==> src/rtl/prf_pkg.sv <==
package prf_pkg;

    // Where a register number resolves to after banking.
    typedef enum logic [1:0] {
        SEL_MAIN   = 2'd0,
        SEL_SHADOW = 2'd1,
        SEL_ZERO   = 2'd2
    } prf_sel_e;

endpackage

==> src/rtl/prf_map.sv <==
module prf_map
    import prf_pkg::*;
#(
    parameter int NREG     = 32,
    parameter int SH_LO    = 8,
    parameter int SH_CNT   = 7,
    parameter int SH_EXTRA = 25,
    localparam int AW      = $clog2(NREG),
    localparam int NSH     = SH_CNT + 1,
    localparam int SW      = $clog2(NSH)
) (
    input  logic [AW-1:0] idx,
    input  logic          priv,
    output prf_sel_e      sel,
    output logic [SW-1:0] sh_idx
);

    localparam logic [AW-1:0] ZERO_IDX = AW'(NREG - 1);
    localparam logic [AW-1:0] RUN_LO   = AW'(SH_LO);
    localparam logic [AW-1:0] RUN_END  = AW'(SH_LO + SH_CNT);
    localparam logic [AW-1:0] EXTRA    = AW'(SH_EXTRA);

    logic in_run;
    logic [AW-1:0] run_off;

    assign in_run  = (idx >= RUN_LO) && (idx < RUN_END);
    assign run_off = idx - RUN_LO;

    always_comb begin
        sel    = SEL_MAIN;
        sh_idx = '0;
        if (idx == ZERO_IDX) begin
            sel = SEL_ZERO;
        end else if (priv && in_run) begin
            sel    = SEL_SHADOW;
            sh_idx = run_off[SW-1:0];
        end else if (priv && (idx == EXTRA)) begin
            sel    = SEL_SHADOW;
            sh_idx = SW'(SH_CNT);
        end
    end

endmodule

==> src/rtl/prf_bank.sv <==
module prf_bank #(
    parameter int WIDTH = 64,
    parameter int DEPTH = 8,
    localparam int AW   = $clog2(DEPTH)
) (
    input  logic             clk,
    input  logic             rst_n,
    input  logic             we,
    input  logic [AW-1:0]    waddr,
    input  logic [WIDTH-1:0] wdata,
    input  logic [AW-1:0]    ra_addr,
    output logic [WIDTH-1:0] ra_data,
    input  logic [AW-1:0]    rb_addr,
    output logic [WIDTH-1:0] rb_data
);

    logic [WIDTH-1:0] mem [DEPTH];

    always_ff @(posedge clk or negedge rst_n) begin
        if (!rst_n) begin
            for (int i = 0; i < DEPTH; i++) begin
                mem[i] <= '0;
            end
        end else begin
            for (int i = 0; i < DEPTH; i++) begin
                if (we && (waddr == AW'(i))) begin
                    mem[i] <= wdata;
                end
            end
        end
    end

    assign ra_data = mem[ra_addr];
    assign rb_data = mem[rb_addr];

endmodule

==> src/rtl/priv_shadow_regfile.sv <==
module priv_shadow_regfile
    import prf_pkg::*;
#(
    parameter int XLEN     = 64,
    parameter int NREG     = 32,
    parameter int SH_LO    = 8,
    parameter int SH_CNT   = 7,
    parameter int SH_EXTRA = 25,
    localparam int AW      = $clog2(NREG)
) (
    input  logic            clk,
    input  logic            rst_n,
    input  logic            priv_mode,
    input  logic [AW-1:0]   rd_a_idx,
    output logic [XLEN-1:0] rd_a_data,
    input  logic [AW-1:0]   rd_b_idx,
    output logic [XLEN-1:0] rd_b_data,
    input  logic            wr_en,
    input  logic [AW-1:0]   wr_idx,
    input  logic [XLEN-1:0] wr_data
);

    localparam int NSH = SH_CNT + 1;
    localparam int SW  = $clog2(NSH);
    localparam int NRD = 2;

    // Read ports gathered into arrays so the per-port logic is generated.
    logic [AW-1:0]   rp_idx  [NRD];
    logic [XLEN-1:0] rp_data [NRD];
    prf_sel_e        rp_sel  [NRD];
    logic [SW-1:0]   rp_sh   [NRD];
    logic [XLEN-1:0] main_q  [NRD];
    logic [XLEN-1:0] sh_q    [NRD];

    assign rp_idx[0] = rd_a_idx;
    assign rp_idx[1] = rd_b_idx;
    assign rd_a_data = rp_data[0];
    assign rd_b_data = rp_data[1];

    // Write-side mapping.
    prf_sel_e      w_sel;
    logic [SW-1:0] w_sh;

    prf_map #(
        .NREG(NREG), .SH_LO(SH_LO), .SH_CNT(SH_CNT), .SH_EXTRA(SH_EXTRA)
    ) u_wmap (
        .idx    (wr_idx),
        .priv   (priv_mode),
        .sel    (w_sel),
        .sh_idx (w_sh)
    );

    logic main_we;
    logic sh_we;
    assign main_we = wr_en && (w_sel == SEL_MAIN);
    assign sh_we   = wr_en && (w_sel == SEL_SHADOW);

    generate
        for (genvar r = 0; r < NRD; r++) begin : g_rport
            prf_map #(
                .NREG(NREG), .SH_LO(SH_LO), .SH_CNT(SH_CNT), .SH_EXTRA(SH_EXTRA)
            ) u_rmap (
                .idx    (rp_idx[r]),
                .priv   (priv_mode),
                .sel    (rp_sel[r]),
                .sh_idx (rp_sh[r])
            );

            always_comb begin
                unique case (rp_sel[r])
                    SEL_MAIN:   rp_data[r] = main_q[r];
                    SEL_SHADOW: rp_data[r] = sh_q[r];
                    default:    rp_data[r] = '0;
                endcase
            end
        end
    endgenerate

    prf_bank #(.WIDTH(XLEN), .DEPTH(NREG)) u_main (
        .clk     (clk),
        .rst_n   (rst_n),
        .we      (main_we),
        .waddr   (wr_idx),
        .wdata   (wr_data),
        .ra_addr (rp_idx[0]),
        .ra_data (main_q[0]),
        .rb_addr (rp_idx[1]),
        .rb_data (main_q[1])
    );

    prf_bank #(.WIDTH(XLEN), .DEPTH(NSH)) u_shadow (
        .clk     (clk),
        .rst_n   (rst_n),
        .we      (sh_we),
        .waddr   (w_sh),
        .wdata   (wr_data),
        .ra_addr (rp_sh[0]),
        .ra_data (sh_q[0]),
        .rb_addr (rp_sh[1]),
        .rb_data (sh_q[1])
    );

endmodule

==> config.mk <==
export PLATFORM = sky130hd
export DESIGN_NAME = priv_shadow_regfile
export DESIGN_NICKNAME = d
export VERILOG_FILES = /design/src/rtl/prf_pkg.sv /design/src/rtl/prf_map.sv /design/src/rtl/prf_bank.sv /design/src/rtl/priv_shadow_regfile.sv
export SDC_FILE = /design/constraint.sdc
export NUM_CORES = 2
export LEC_CHECK = 0
export BUFFER_PORTS_ARGS = -buffer_cell sky130_fd_sc_hd__buf_2
export CORE_UTILIZATION = 60
export DETAILED_ROUTE_END_ITERATION = 10
export GPL_ROUTABILITY_DRIVEN = 0
export MAX_ROUTING_LAYER = met4
export PLACE_DENSITY = 0.76
export SYNTH_ARGS = -nofsm -noshare
export SYNTH_HDL_FRONTEND = slang
export SYNTH_SLANG_ARGS = --single-unit
==> constraint.sdc <==
create_clock -name clk -period 3 [get_ports clk]
set_input_delay 0.3 -clock clk [delete_from_list [all_inputs] [get_ports clk]]
set_output_delay 0.3 -clock clk [all_outputs]
set_load 0.05 [all_outputs]
==> flow_summary.ini <==
[synthesis]
synth.area.top_cells = sky130_fd_sc_hd__dfrtp_1 (47%), sky130_fd_sc_hd__mux4_2 (21%), sky130_fd_sc_hd__mux2_2 (21%), sky130_fd_sc_hd__clkbuf_1 (1.9%), sky130_fd_sc_hd__nand2_1 (1.6%)
synth_top_flop_cell = sky130_fd_sc_hd__dfrtp_1
synth.yosys.warnings = 0
synth_edf_count = 0
synth.distinct_cells = 68
async_flop_share = 1.00
synthDominantAreaCellType = sky130_fd_sc_hd__dfrtp_1
yosys.area.top_type_share = 0.470
syn-instance-count = 9335
post_synth.cell_area_avg_um2 = 14.6
ys_ff_latch = 2560
mappedNetlistArea_um2 = 136000
mappedNetlistNets = 9418
synth-seq-area-share = 0.470

[setup_path]
crit-reg2reg-launch = u_main.mem[277]
critical_path_depth = 6
cpLargestDelayFamily = multiplexers
ff2ff_path_depth = 3
worst_path_largest_cell_delay_ns = 0.55
worst_setup_path_start_kind = flop
r2r_slack_ns = 1.97
critical_path.most_common_cell = sky130_fd_sc_hd__mux4_2
cp_buf_inv_count = 2
setup.worst_path.start = u_main.mem[46]
crit_path_capture_type = primary output
critical_path.reg2reg.endpoint = u_main.mem[277]
cp_cell_instances = mux4_2 -> mux4_2 -> a22oi_2 -> a31oi_1 -> buf_4 -> buf_8
cp_max_fo = 2
critical_path.slowest_cell = sky130_fd_sc_hd__mux4_2
worstPathArrival_ns = 3.29
critPathCapture = rd_a_data[46]
worst-endpoint-required_ns = 2.70
timing.setup.critical_path_class = reg2out

[sta]
grt_setup_unrepaired = true
final-setup-viol-count = 128
worstMarginPinSlew_ns = 1.12
min_period_over_period = 1.20
hold_viol = 0
setup_ws_ns = -0.587
finalMaxSlewViolations = 0
clock_skew_ns = 0
slew_headroom = 0.252
achievable-frequency_mhz = 279
whs_ns = 0.0570
post-route-min-period_ns = 3.59

[global_routing]
grt_pass1_vias = 99500
grt_pass1_wl_um = 695000
grt_antenna_before_repair = 40
grt_start_max_net_pins = 111
grt_use_total = 0.432
grt-ovfl-total = 0

[final_layout]
post-route-cell-area_um2 = 163000
layout_commonest_cell = sky130_fd_sc_hd__dfrtp_1
area_of_combinational_cells_with_multiple_inputs_um2 = 71300
final_net_count = 9925
post_route_cells_drive_above_1_share = 0.599
final_cell_mix = sky130_fd_sc_hd__dfrtp_1 (2,560), sky130_fd_sc_hd__mux2_2 (2,485), sky130_fd_sc_hd__mux4_2 (1,245)
finalCoreUtilization = 0.724
fill_cells = 13300
layout-area-overhead-vs-synth_pct = 19.6
seqCellArea_um2 = 64100

[route]
via_per_inst = 7.46
routedWlPerCell_um = 36.6
dr.first_iter.drc_count = 14400
vias = 97400
routed_wirelength_um = 478000
drc = 0
drtAntennaViolNets = 0
drt-pass1-iter-count = 8

[die]
die_w_um = 479
chipHeight_um = 479
io-pin-count = 211
initial_utilization = 0.605
core_area_um2 = 225000
die_area_um2 = 229000
std_cell_rows = 174

[power_and_ir_drop]
vdd.ir_drop.worst_mv = 0.571
pwr_density_cell_nw_per_um2 = 652
total_leakage_power_nw = 71.0

[cts]
worst_skew_pair.late_latency_ns = 0.96
htree_levels = 5
cts_tree = built
worst_path_clk_slew_ns = 0.06
cts.sinks = 2560
max-clock-path-buffers = 4
clockRootBuffer = sky130_fd_sc_hd__clkbuf_16
cts_made_buffers = 281

[place]
postPlaceCellArea_um2 = 149000
dp_hpwl_um = 305000
buffer_ports.inserted = 210

[hold_path]
min-delay-path-class = in2reg

[outcome]
status = finished, violations left
violations = setup timing

[flow_run]
number_of_max_capacitance_violations_reported = 0
worst reg2reg max path: stages, from the launching register on:
cell and delay (ns):
sky130_fd_sc_hd__dfrtp_1 0.40, sky130_fd_sc_hd__buf_4 0.14, sky130_fd_sc_hd__buf_4 0.12, sky130_fd_sc_hd__mux2_2 0.26
sequential cells by signal, summed over array words and instances (netlist names):
register	cells
u_shadow.mem	512
u_main.mem	2048
logic make-up after synthesis:
group	count (synthesis)	share of synthesized area
compound gates	723	0.0354
xor+xnor	2	0.000128
fa+ha+maj	2	0.000147
buf+inv	1082	0.0343
flops	2560	0.470
mux	3921	0.425
simple gates	1045	0.0352
metal layers:
metal  track usage  up-vias  share of wire
met1         0.550    51200           0.35
li1              -    36800              -
met3         0.160     1841           0.15
met2         0.600     7559           0.44
met4         0.233        0          0.062
met5             -        -              0
Yosys cell counts (all sizes together), types with 5 or more instances:
cell     number
o21a         17
nand2b       15
a21oi       194
nor3b         6
a211oi      117
a32oi        27
mux2i       176
o22ai        42
nor2         51
nor2b       103
o211ai       16
mux4       1245
o21ai        47
a211o         5
and2         18
nand2       578
or3           5
o2111ai       7
a311oi       17
mux2       2500
o22a          5
buf         401
nor3         18
nand3       214
nor4         19
a221oi       36
a22oi        93
clkbuf      677
a31oi        87
dfrtp      2560
worst min-delay path by stage:
stage                      from           endpoint  slack, ns  cells past startpoint
global route        wr_data[26]   u_main.mem[1050]       0.07                      2
global placement          rst_n     u_main.mem[58]       0.30                      1
finish              wr_data[18]   u_main.mem[1682]       0.06                      2
floorplan                 rst_n      u_main.mem[0]      0.004                      0
CTS                 wr_data[35]  u_shadow.mem[227]      0.008                      2
detailed placement        rst_n     u_main.mem[58]       0.29                      1
metrics by stage:
stage | setup slack [ns] | TNS, ns | total power, mW | cells
after floorplan | -0.00110 | -0.00110 | 60.1 | 9335
after CTS | -0.522 | -28.63 | 105 | 13000
after detailed placement | -0.723 | -18.87 | 68.8 | 12400
after global routing | -0.640 | -33.86 | 109 | 13000
final | -0.587 | -29.00 | 106 | 13100
after global placement | -0.703 | -16.83 | 67.4 | 12400
power breakdown:
| part | internal, mW | switching, mW |
|---|---|---|
| logic | 14.4 | 11.6 |
| registers | 40.6 | 4.88 |
| clock network | 20.6 | 14.3 |
| total | 75.7 | 30.7 |
timing repair:
action	4_1_cts	5_1_grt
pin swaps	250	90
setup buffers	100	56
endpoints found under the setup margin	128	128
cloned	1	0
hold endpoints to repair	1379	0
hold buffers	5	0
resized for setup	761	175
cell type report:
type	count	area share
Timing Repair Buffer	1302	0.0905
Antenna cell	45	0.000690
Tap cell	2992	0.0230
Clock inverter	69	0.00506
Clock buffer	394	0.0506
Multi-Input combinational cell	5693	0.437
Sequential cell	2560	0.393
Inverter	4	0.0000921
No activity file was read; power rests on OpenSTA's default activity.
